==> src/rtl/lse_pkg.sv <==
package lse_pkg;

  // Width of a counter that must hold the values 0..n inclusive.
  function automatic int unsigned cnt_width(input int unsigned n);
    return (n < 1) ? 1 : $clog2(n + 1);
  endfunction

  // Width of an index into n slots.
  function automatic int unsigned idx_width(input int unsigned n);
    return (n < 2) ? 1 : $clog2(n);
  endfunction

endpackage

==> src/rtl/lse_flight_count.sv <==
module lse_flight_count
  import lse_pkg::*;
#(
  parameter int unsigned LIMIT = 8,
  localparam int unsigned CW = cnt_width(LIMIT)
) (
  input  logic          clk,
  input  logic          rst_n,
  input  logic          inc,
  input  logic          dec,
  output logic [CW-1:0] cnt
);

  logic [CW-1:0] cnt_q, cnt_nxt;
  logic          cnt_en;

  always_comb begin
    cnt_en  = inc ^ dec;
    cnt_nxt = cnt_q;
    if (inc && !dec)      cnt_nxt = cnt_q + CW'(1);
    else if (dec && !inc) cnt_nxt = cnt_q - CW'(1);
  end

  always_ff @(posedge clk or negedge rst_n) begin
    if (!rst_n)      cnt_q <= '0;
    else if (cnt_en) cnt_q <= cnt_nxt;
  end

  assign cnt = cnt_q;


  flight_cap_chk: assert property (@(posedge clk) disable iff (!rst_n)
    cnt_q <= CW'(LIMIT));


  flight_underflow_chk: assert property (@(posedge clk) disable iff (!rst_n)
    (dec && !inc) |-> (cnt_q != '0));

endmodule

==> src/rtl/lse_resp_fifo.sv <==
module lse_resp_fifo
  import lse_pkg::*;
#(
  parameter int unsigned DW    = 32,
  parameter int unsigned DEPTH = 8,
  localparam int unsigned PW = idx_width(DEPTH),
  localparam int unsigned FW = cnt_width(DEPTH)
) (
  input  logic          clk,
  input  logic          rst_n,
  input  logic          wr,
  input  logic [DW-1:0] wdata,
  input  logic          rd,
  output logic [DW-1:0] rdata,
  output logic          empty,
  output logic          full,
  output logic [FW-1:0] level
);

  logic [DW-1:0] slot_q [DEPTH];
  logic [PW-1:0] wp_q, wp_nxt, rp_q, rp_nxt;
  logic [FW-1:0] lvl_q, lvl_nxt;
  logic          do_wr, do_rd;

  assign do_wr = wr;
  assign do_rd = rd && (lvl_q != '0);

  function automatic logic [PW-1:0] bump(input logic [PW-1:0] p);
    return (p == PW'(DEPTH - 1)) ? '0 : p + PW'(1);
  endfunction

  always_comb begin
    wp_nxt  = do_wr ? bump(wp_q) : wp_q;
    rp_nxt  = do_rd ? bump(rp_q) : rp_q;
    lvl_nxt = lvl_q;
    if (do_wr && !do_rd)      lvl_nxt = lvl_q + FW'(1);
    else if (do_rd && !do_wr) lvl_nxt = lvl_q - FW'(1);
  end

  always_ff @(posedge clk or negedge rst_n) begin
    if (!rst_n) begin
      wp_q  <= '0;
      rp_q  <= '0;
      lvl_q <= '0;
    end else begin
      if (do_wr)          wp_q  <= wp_nxt;
      if (do_rd)          rp_q  <= rp_nxt;
      if (do_wr ^ do_rd)  lvl_q <= lvl_nxt;
    end
  end

  for (genvar g = 0; g < DEPTH; g++) begin : g_slot
    always_ff @(posedge clk) begin
      if (do_wr && (wp_q == PW'(g))) slot_q[g] <= wdata;
    end
  end

  assign rdata = slot_q[rp_q];
  assign empty = (lvl_q == '0);
  assign full  = (lvl_q == FW'(DEPTH));
  assign level = lvl_q;


  fifo_no_overflow_chk: assert property (@(posedge clk) disable iff (!rst_n)
    wr |-> !full);

endmodule

==> src/rtl/lse_issue_gate.sv <==
module lse_issue_gate
  import lse_pkg::*;
#(
  parameter int unsigned MAX_OUT = 8,
  parameter int unsigned DEPTH   = 8,
  localparam int unsigned IW = cnt_width(MAX_OUT),
  localparam int unsigned FW = cnt_width(DEPTH),
  localparam int unsigned SW = ((IW > FW) ? IW : FW) + 1
) (
  input  logic [IW-1:0] open_cnt,
  input  logic [FW-1:0] held_cnt,
  output logic          may_issue
);

  logic [SW-1:0] reserved;
  logic          below_cap, slot_free;

  always_comb begin
    reserved  = SW'(open_cnt) + SW'(held_cnt);
    below_cap = open_cnt < IW'(MAX_OUT);
    slot_free = reserved < SW'(DEPTH);
    may_issue = below_cap && slot_free;
  end

endmodule

==> src/rtl/load_stream_engine.sv <==
module load_stream_engine
  import lse_pkg::*;
#(
  parameter int unsigned AW              = 16,
  parameter int unsigned DW              = 32,
  parameter int unsigned MAX_OUTSTANDING = 8,
  parameter int unsigned BUF_DEPTH       = 8
) (
  input  logic          clk,
  input  logic          rst_n,
  input  logic          addr_valid,
  output logic          addr_ready,
  input  logic [AW-1:0] addr_data,
  output logic          mem_req_valid,
  input  logic          mem_req_ready,
  output logic [AW-1:0] mem_req_addr,
  input  logic          mem_rsp_valid,
  input  logic [DW-1:0] mem_rsp_data,
  output logic          val_valid,
  input  logic          val_ready,
  output logic [DW-1:0] val_data
);

  localparam int unsigned IW = cnt_width(MAX_OUTSTANDING);
  localparam int unsigned FW = cnt_width(BUF_DEPTH);
  localparam int unsigned SW = ((IW > FW) ? IW : FW) + 1;

  logic [IW-1:0] open_cnt;
  logic [FW-1:0] held_cnt;
  logic          may_issue, issue, drain, buf_empty, buf_full;

  lse_issue_gate #(.MAX_OUT(MAX_OUTSTANDING), .DEPTH(BUF_DEPTH)) u_gate (
    .open_cnt (open_cnt),
    .held_cnt (held_cnt),
    .may_issue(may_issue)
  );

  assign mem_req_valid = addr_valid && may_issue;
  assign mem_req_addr  = addr_data;
  assign addr_ready    = mem_req_ready && may_issue;
  assign issue         = mem_req_valid && mem_req_ready;

  lse_flight_count #(.LIMIT(MAX_OUTSTANDING)) u_flight (
    .clk  (clk),
    .rst_n(rst_n),
    .inc  (issue),
    .dec  (mem_rsp_valid),
    .cnt  (open_cnt)
  );

  lse_resp_fifo #(.DW(DW), .DEPTH(BUF_DEPTH)) u_buf (
    .clk  (clk),
    .rst_n(rst_n),
    .wr   (mem_rsp_valid),
    .wdata(mem_rsp_data),
    .rd   (drain),
    .rdata(val_data),
    .empty(buf_empty),
    .full (buf_full),
    .level(held_cnt)
  );

  assign val_valid = !buf_empty;
  assign drain     = val_valid && val_ready;


  reserve_bound_chk: assert property (@(posedge clk) disable iff (!rst_n)
    (SW'(open_cnt) + SW'(held_cnt)) <= SW'(BUF_DEPTH));


  full_blocks_chk: assert property (@(posedge clk) disable iff (!rst_n)
    buf_full |-> !addr_ready);


  val_hold_chk: assert property (@(posedge clk) disable iff (!rst_n)
    (val_valid && !val_ready) |=> (val_valid && $stable(val_data)));

endmodule

==> config.mk <==
export PLATFORM = sky130hd
export DESIGN_NAME = load_stream_engine
export DESIGN_NICKNAME = d
export VERILOG_FILES = /design/src/rtl/lse_pkg.sv /design/src/rtl/lse_flight_count.sv /design/src/rtl/lse_resp_fifo.sv /design/src/rtl/lse_issue_gate.sv /design/src/rtl/load_stream_engine.sv
export SDC_FILE = /design/constraint.sdc
export NUM_CORES = 1
export LEC_CHECK = 0
export ABC_AREA = 0
export CAP_MARGIN = 20
export CORE_MARGIN = 2
export CORE_UTILIZATION = 60
export DETAILED_ROUTE_END_ITERATION = 12
export PLACE_DENSITY = 0.85
export SYNTH_ARGS = -nofsm -noshare
export SYNTH_HDL_FRONTEND = slang
export SYNTH_SLANG_ARGS = --single-unit
==> constraint.sdc <==
create_clock -name clk -period 7.7 [get_ports clk]
set_input_delay 0.77 -clock clk [delete_from_list [all_inputs] [get_ports clk]]
set_output_delay 0.77 -clock clk [all_outputs]
set_load 0.02 [all_outputs]
**Yosys cells after proc, flatten, opt, wreduce, memory -nomap -nowiden**

Memory sizes are Yosys's and may differ from the RTL's.
Cells that the tools add are included.

- $add $sub $neg: 7
- $mul: 0
- Divide/modulo/power cells: 0
- $lt $le $gt $ge: 2
- Eq/ne operators: 8
- Shift-type cells: 0
- Muxes and demuxes: 43
- Bitwise gates (word level): 2
- Reduce and logical (&&, ||, !) cells: 36

Operator list:

| cell | number |
|---|---|
| $mux 32 | 7 |
| $reduce_or 32->1 | 7 |
| $mux 3 | 9 |
| $mux 1 | 23 |
| $logic_and 1x1->1 | 18 |
| $mux 4 | 4 |
| $eq 3x3->1 const B | 5 |
| $add 4x1->4 const B | 2 |
| $sub 4x1->4 const B | 2 |
| $add 3x1->3 const B | 2 |
| $eq 3x2->1 const B | 2 |
| $add 4x4->5 | 1 |
| $lt 5x4->1 const B | 1 |
| $logic_not 1->1 | 4 |
| $logic_not 4->1 | 1 |
| $lt 4x4->1 const B | 1 |
| $reduce_and 2->1 | 2 |
| $reduce_bool 2->1 | 2 |
| $reduce_bool 4->1 | 1 |
| $eq 3x1->1 const B | 1 |
| $logic_not 3->1 | 1 |
| $xor 1x1->1 | 2 |

- Register bits after elaboration: 14
- Bits in latches: 0
- Memory bits (writable): 256
- Memory bits (read-only): 0
- Output and inout port bits: 51
- Word-level logic and storage cells: 103
- Memories: 1

Memories:

| name | depth | width | rd ports | clocked after memory_dff | wr ports | line | text |
|---|---|---|---|---|---|---|---|
| u_buf.slot_q | 8 | 32 | 1 | 0 | 1 | lse_resp_fifo.sv:20 | `logic [DW-1:0] slot_q [DEPTH];` |

**Logic depth before layout (Yosys ltp)**

- Depth after elaboration: 12
- Mapped depth: 10
- Depth with buffers taken out: 10

**By module**

A second synthesis with hierarchy kept.

- Cell total of the unflattened synthesis: 496
- Area, all modules: 10,836.6 um^2

By module, submodules not included:

| module | times used | cells an instance | area an instance (um^2) | seq. area each (um^2) |
|---|---|---|---|---|
| lse_resp_fifo | 1 | 440 | 10,317.4 | 7,937.6 |
| lse_flight_count | 1 | 29 | 307.8 | 100.1 |
| load_stream_engine | 1 | 21 | 148.9 | 0.0 |
| lse_issue_gate | 1 | 6 | 62.6 | 0.0 |

**Worst setup path before layout**

Ideal clock, no wire load.

- Path type: register -> register
- Start: register u_buf.lvl_q[3] (netlist: u_buf.level[3])
- End: register u_flight.cnt_q[3] (netlist: u_flight.cnt[3])
- Setup time: 0.131 ns
- Arrival: 2.860 ns
- Slack: 4.709 ns
- Cell stages (with the launch flop): 11
- Buffers on the path: 0
- Period minus slack after synthesis: 2.991 ns
- Path through: dfrtp_1 ha_1 or4_1 a21oi_1 and3_1 ha_1 inv_1 ha_1 or4_1 o211ai_1 o211ai_1

- Cells in the longest elaborated chain, start to end: 9

Ends and longest elaborated chain:

| what | line | text |
|---|---|---|
| start, declared | lse_resp_fifo.sv:22 | `logic [FW-1:0] lvl_q, lvl_nxt;` |
| start signal, assigned | lse_resp_fifo.sv:48 | `if (do_wr ^ do_rd) lvl_q <= lvl_nxt;` |
| $add 4x4->5 (*) | lse_issue_gate.sv:19 | `reserved = SW'(open_cnt) + SW'(held_cnt);` |
| $lt 5x4->1 (*) | lse_issue_gate.sv:21 | `slot_free = reserved < SW'(DEPTH);` |
| $logic_and 1x1->1 (*) | lse_issue_gate.sv:22 | `may_issue = below_cap && slot_free;` |
| $logic_and 1x1->1 (*) | load_stream_engine.sv:38 | `assign mem_req_valid = addr_valid && may_issue;` |
| $logic_and 1x1->1 (*) | load_stream_engine.sv:41 | `assign issue = mem_req_valid && mem_req_ready;` |
| $logic_not 1->1 | lse_flight_count.sv:21 | `else if (dec && !inc) cnt_nxt = cnt_q - CW'(1);` |
| $logic_and 1x1->1 | lse_flight_count.sv:21 |  |
| $reduce_bool 2->1 (no source line) | n/a |  |
| $reduce_and 2->1 (no source line) | n/a |  |
| end signal, assigned | lse_flight_count.sv:26 | `else if (cnt_en) cnt_q <= cnt_nxt;` |
| end, declared | lse_flight_count.sv:14 | `logic [CW-1:0] cnt_q, cnt_nxt;` |

Mark *: on every way between the ends. The rest lies on a longest branch, timed or not.
A chain may end at the register's enable or synchronous reset.

**Final worst setup path**

- Start: register u_buf.rp_q[0]
- End: output port val_data[2]

- Cells in the longest elaborated chain, start to end: 1

Ends and longest elaborated chain:

| what | line | text |
|---|---|---|
| start, declared | lse_resp_fifo.sv:21 | `logic [PW-1:0] wp_q, wp_nxt, rp_q, rp_nxt;` |
| start signal, assigned | lse_resp_fifo.sv:47 | `if (do_rd) rp_q <= rp_nxt;` |
| $mem_v2 8x32 | n/a |  |
| end, declared | load_stream_engine.sv:21 | `output logic [DW-1:0] val_data` |

Every way passes these cells.

==> metrics <==
Combinational Power Share 32.1%; Synth Register Bits 270; first-pass GRT wire length 31.0 mm; WL per Instance 25.1 µm; setup_tns 0 ns; CTS clk-pin slew, worst paths 0.06 ns; Chip Width 138 µm; reg2reg setup slack 4.35 ns; unique cell type count in the Yosys netlist 33; fin crit share 52.5%; Net Sw Frac 29.4%; clock group share of total power 26.8%; router iterations before antenna repair 4; Hold Vio Cnt, Final 0; CP startpoint u_buf.rp_q[0]; Post-synth ARST share 5.19%; Syn. warnings 0; cell accounting for the most synthesized area edfxtp_1; pre-CTS setup slack 3.91 ns; antenna-violating nets left 0; Die Ht 138 µm; power density over the cells 386 nW/µm²; top post-synthesis cells by area edfxtp_1 (71%), mux4_2 (12%), mux2_2 (3.6%); Yosys top cell area share 71.0%; EDFF count, synth 256; initial antenna violation count 0; FF-to-FF path depth 10; drt initial violations 337; fmax 247 MHz; Final Max Tran Viols 0; num rows 49; num ports 105; final wirelength 20.2 mm; clock root buffer clkbuf_16; most common cell after layout, fill and taps aside edfxtp_1; number of CTS-inserted buffers 26; clk buf depth 3; Worst Max-Slew Pin Slew 1.00 ns; share of cells above drive strength 1 26.0%; fin nets 631; startpoint types flop; Worst Setup Path Type flop to primary output; minimum clock period 4.04 ns; n_diodes 0; Post-Synthesis Cell Area 10800 µm²; hold_buf cts 0; register area share after synthesis 74.3%; CTS tree built; setup bufs post-CTS 0; outcome complete, no violations; Sw Pwr 1420 µW; WHS 0.556 ns; Die Area 19100 µm²; Final Skew 0.00558 ns; vias in the first global route 5393; grt ovf 0; routed vias 5052; post-CTS sizing 0; Residual DRC 0; final worst setup slack 3.66 ns; area grow syn2layout 15.7%; P_int 3420 µW; Worst Path Required 6.93 ns; Port Buffer Count 72; Static Leak 0.00409 µW; syn avg cell area 22.0 µm²; H-Tree Depth 1; worst-path fanout max 35; Final Setup Violations 0; Worst Hold Class flop to flop; Reg power frac 41.1%; syn_nets 565; relative max-transition margin 33.2%; worst r2r src u_buf.level[3]; Power, Total 4840 µW; clock latency on the worst-skew pair 0.51 ns; GP Congestion 0.751; Max-cap violations 0; GRT Util Overall 21.2%; Via density 6.26; most frequent cells in the layout edfxtp_1 (256), clkdlybuf4s50_1 (72), mux4_2 (59); VDD IR max 0.248 mV; Critical Path AT 3.27 ns; Core ar. 17800 µm²; Worst Setup End Kind primary output; Mapped Cells 492; clk sink count 270; largest net degree at the start of global routing 57; RSZ-0062 raised after global routing false; Starting Density 60.6%; Worst R2R End u_flight.cnt[3]; placed wire-length estimate 10.5 mm; CP endpoint val_data[2]; dominant synthesized flop cell edfxtp_1
-- how the worst min path moves through the flow --
| stage | end | from | slack [ns] | cells past startpoint |
|---|---|---|---|---|
| 2_1_floorplan | u_buf.level[0] | rst_n | 0.47 | 0 |
| 3_3_place_gp | u_flight.cnt[2] | u_flight.cnt[2] | 0.53 | 2 |
| 3_5_place_dp | u_flight.cnt[2] | u_flight.cnt[2] | 0.54 | 2 |
| 4_1_cts | u_flight.cnt[2] | u_flight.cnt[2] | 0.56 | 2 |
| 5_1_grt | u_flight.cnt[2] | u_flight.cnt[2] | 0.61 | 2 |
| 6_report | u_flight.cnt[2] | u_flight.cnt[2] | 0.56 | 2 |
-- worst max-delay path: stages, from the launching register on --
cell and delay [ns]:
dfrtp_4 0.55, buf_4 0.44, buf_16 0.33, mux4_2 0.57
mux2_2 0.30, clkdlybuf4s50_1 0.55
-- cell families after synthesis --
logic type | Yosys count | share of synthesized area [%]
fa+ha+maj | 19 | 2.34
buf+inv | 43 | 2.45
mux | 101 | 17.3
xor+xnor | 4 | 0.324
flops | 270 | 74.3
simple gates | 35 | 1.88
compound gates | 20 | 1.40
-- metrics by stage --
step                      std cells  cell area (µm²)  util, %
after floorplan                 492            10800        -
after CTS                       806            12500     70.0
after detailed placement        758            11600     65.1
final                           807            12500     70.2
after global placement          758            11600     65.1
after global routing            807            12500     70.2
-- layout make-up --
cell class                      count  area, µm²
Timing Repair Buffer               75        763
Fill cell                        1027       5320
Clock buffer                       29        683
Multi-Input combinational cell    179       2530
Clock inverter                     19        195
Tap cell                          229        287
Sequential cell                   270       8040
Inverter                            6       22.5
-- per-layer routing --
| metal | wire (µm) | vias up | GRT usage, % | part of all wire [%] |
|---|---|---|---|---|
| li1 | - | 2172 | - | - |
| met1 | 8110 | 2657 | 28.9 | 40 |
| met2 | 10600 | 175 | 36.3 | 52 |
| met3 | 1170 | 48 | 3.64 | 5.8 |
| met4 | 404 | 0 | 5.59 | 2.0 |
| met5 | 0 | - | 0 | 0 |
-- sequential cells by signal, indices dropped and copies added, names as in the netlist --
register      flops
u_buf.level       4
u_buf.rp_q        3
u_buf.slot_q    256
u_buf.wp_q        3
u_flight.cnt      4
-- cell usage after synthesis (2+ instances only) --
| master | instances |
|---|---|
| a2111o_1 | 2 |
| a21oi_1 | 6 |
| and2_1 | 4 |
| and3_1 | 7 |
| buf_1 | 2 |
| buf_2 | 4 |
| buf_4 | 16 |
| buf_6 | 5 |
| clkbuf_1 | 9 |
| dfrtp_1 | 14 |
| edfxtp_1 | 256 |
| fa_1 | 2 |
| ha_1 | 17 |
| inv_1 | 6 |
| mux2_2 | 35 |
| mux2i_1 | 2 |
| mux4_1 | 5 |
| mux4_2 | 59 |
| nand2_1 | 5 |
| nand3_1 | 4 |
| nand3b_1 | 3 |
| nor3_1 | 3 |
| o211ai_1 | 4 |
| o21ai_0 | 5 |
| or3_1 | 3 |
| or4_1 | 4 |
| xnor2_1 | 4 |
-- power by group through the flow --
stage	combinational [µW]	clock, µW	sequential (µW)
after floorplan	1140	0	1910
after global placement	1500	0	2000
after detailed placement	1540	0	2020
after CTS	1560	1310	1990
after global routing	1660	1370	2010
final	1550	1290	1990
(Power assumes the default switching activity.)
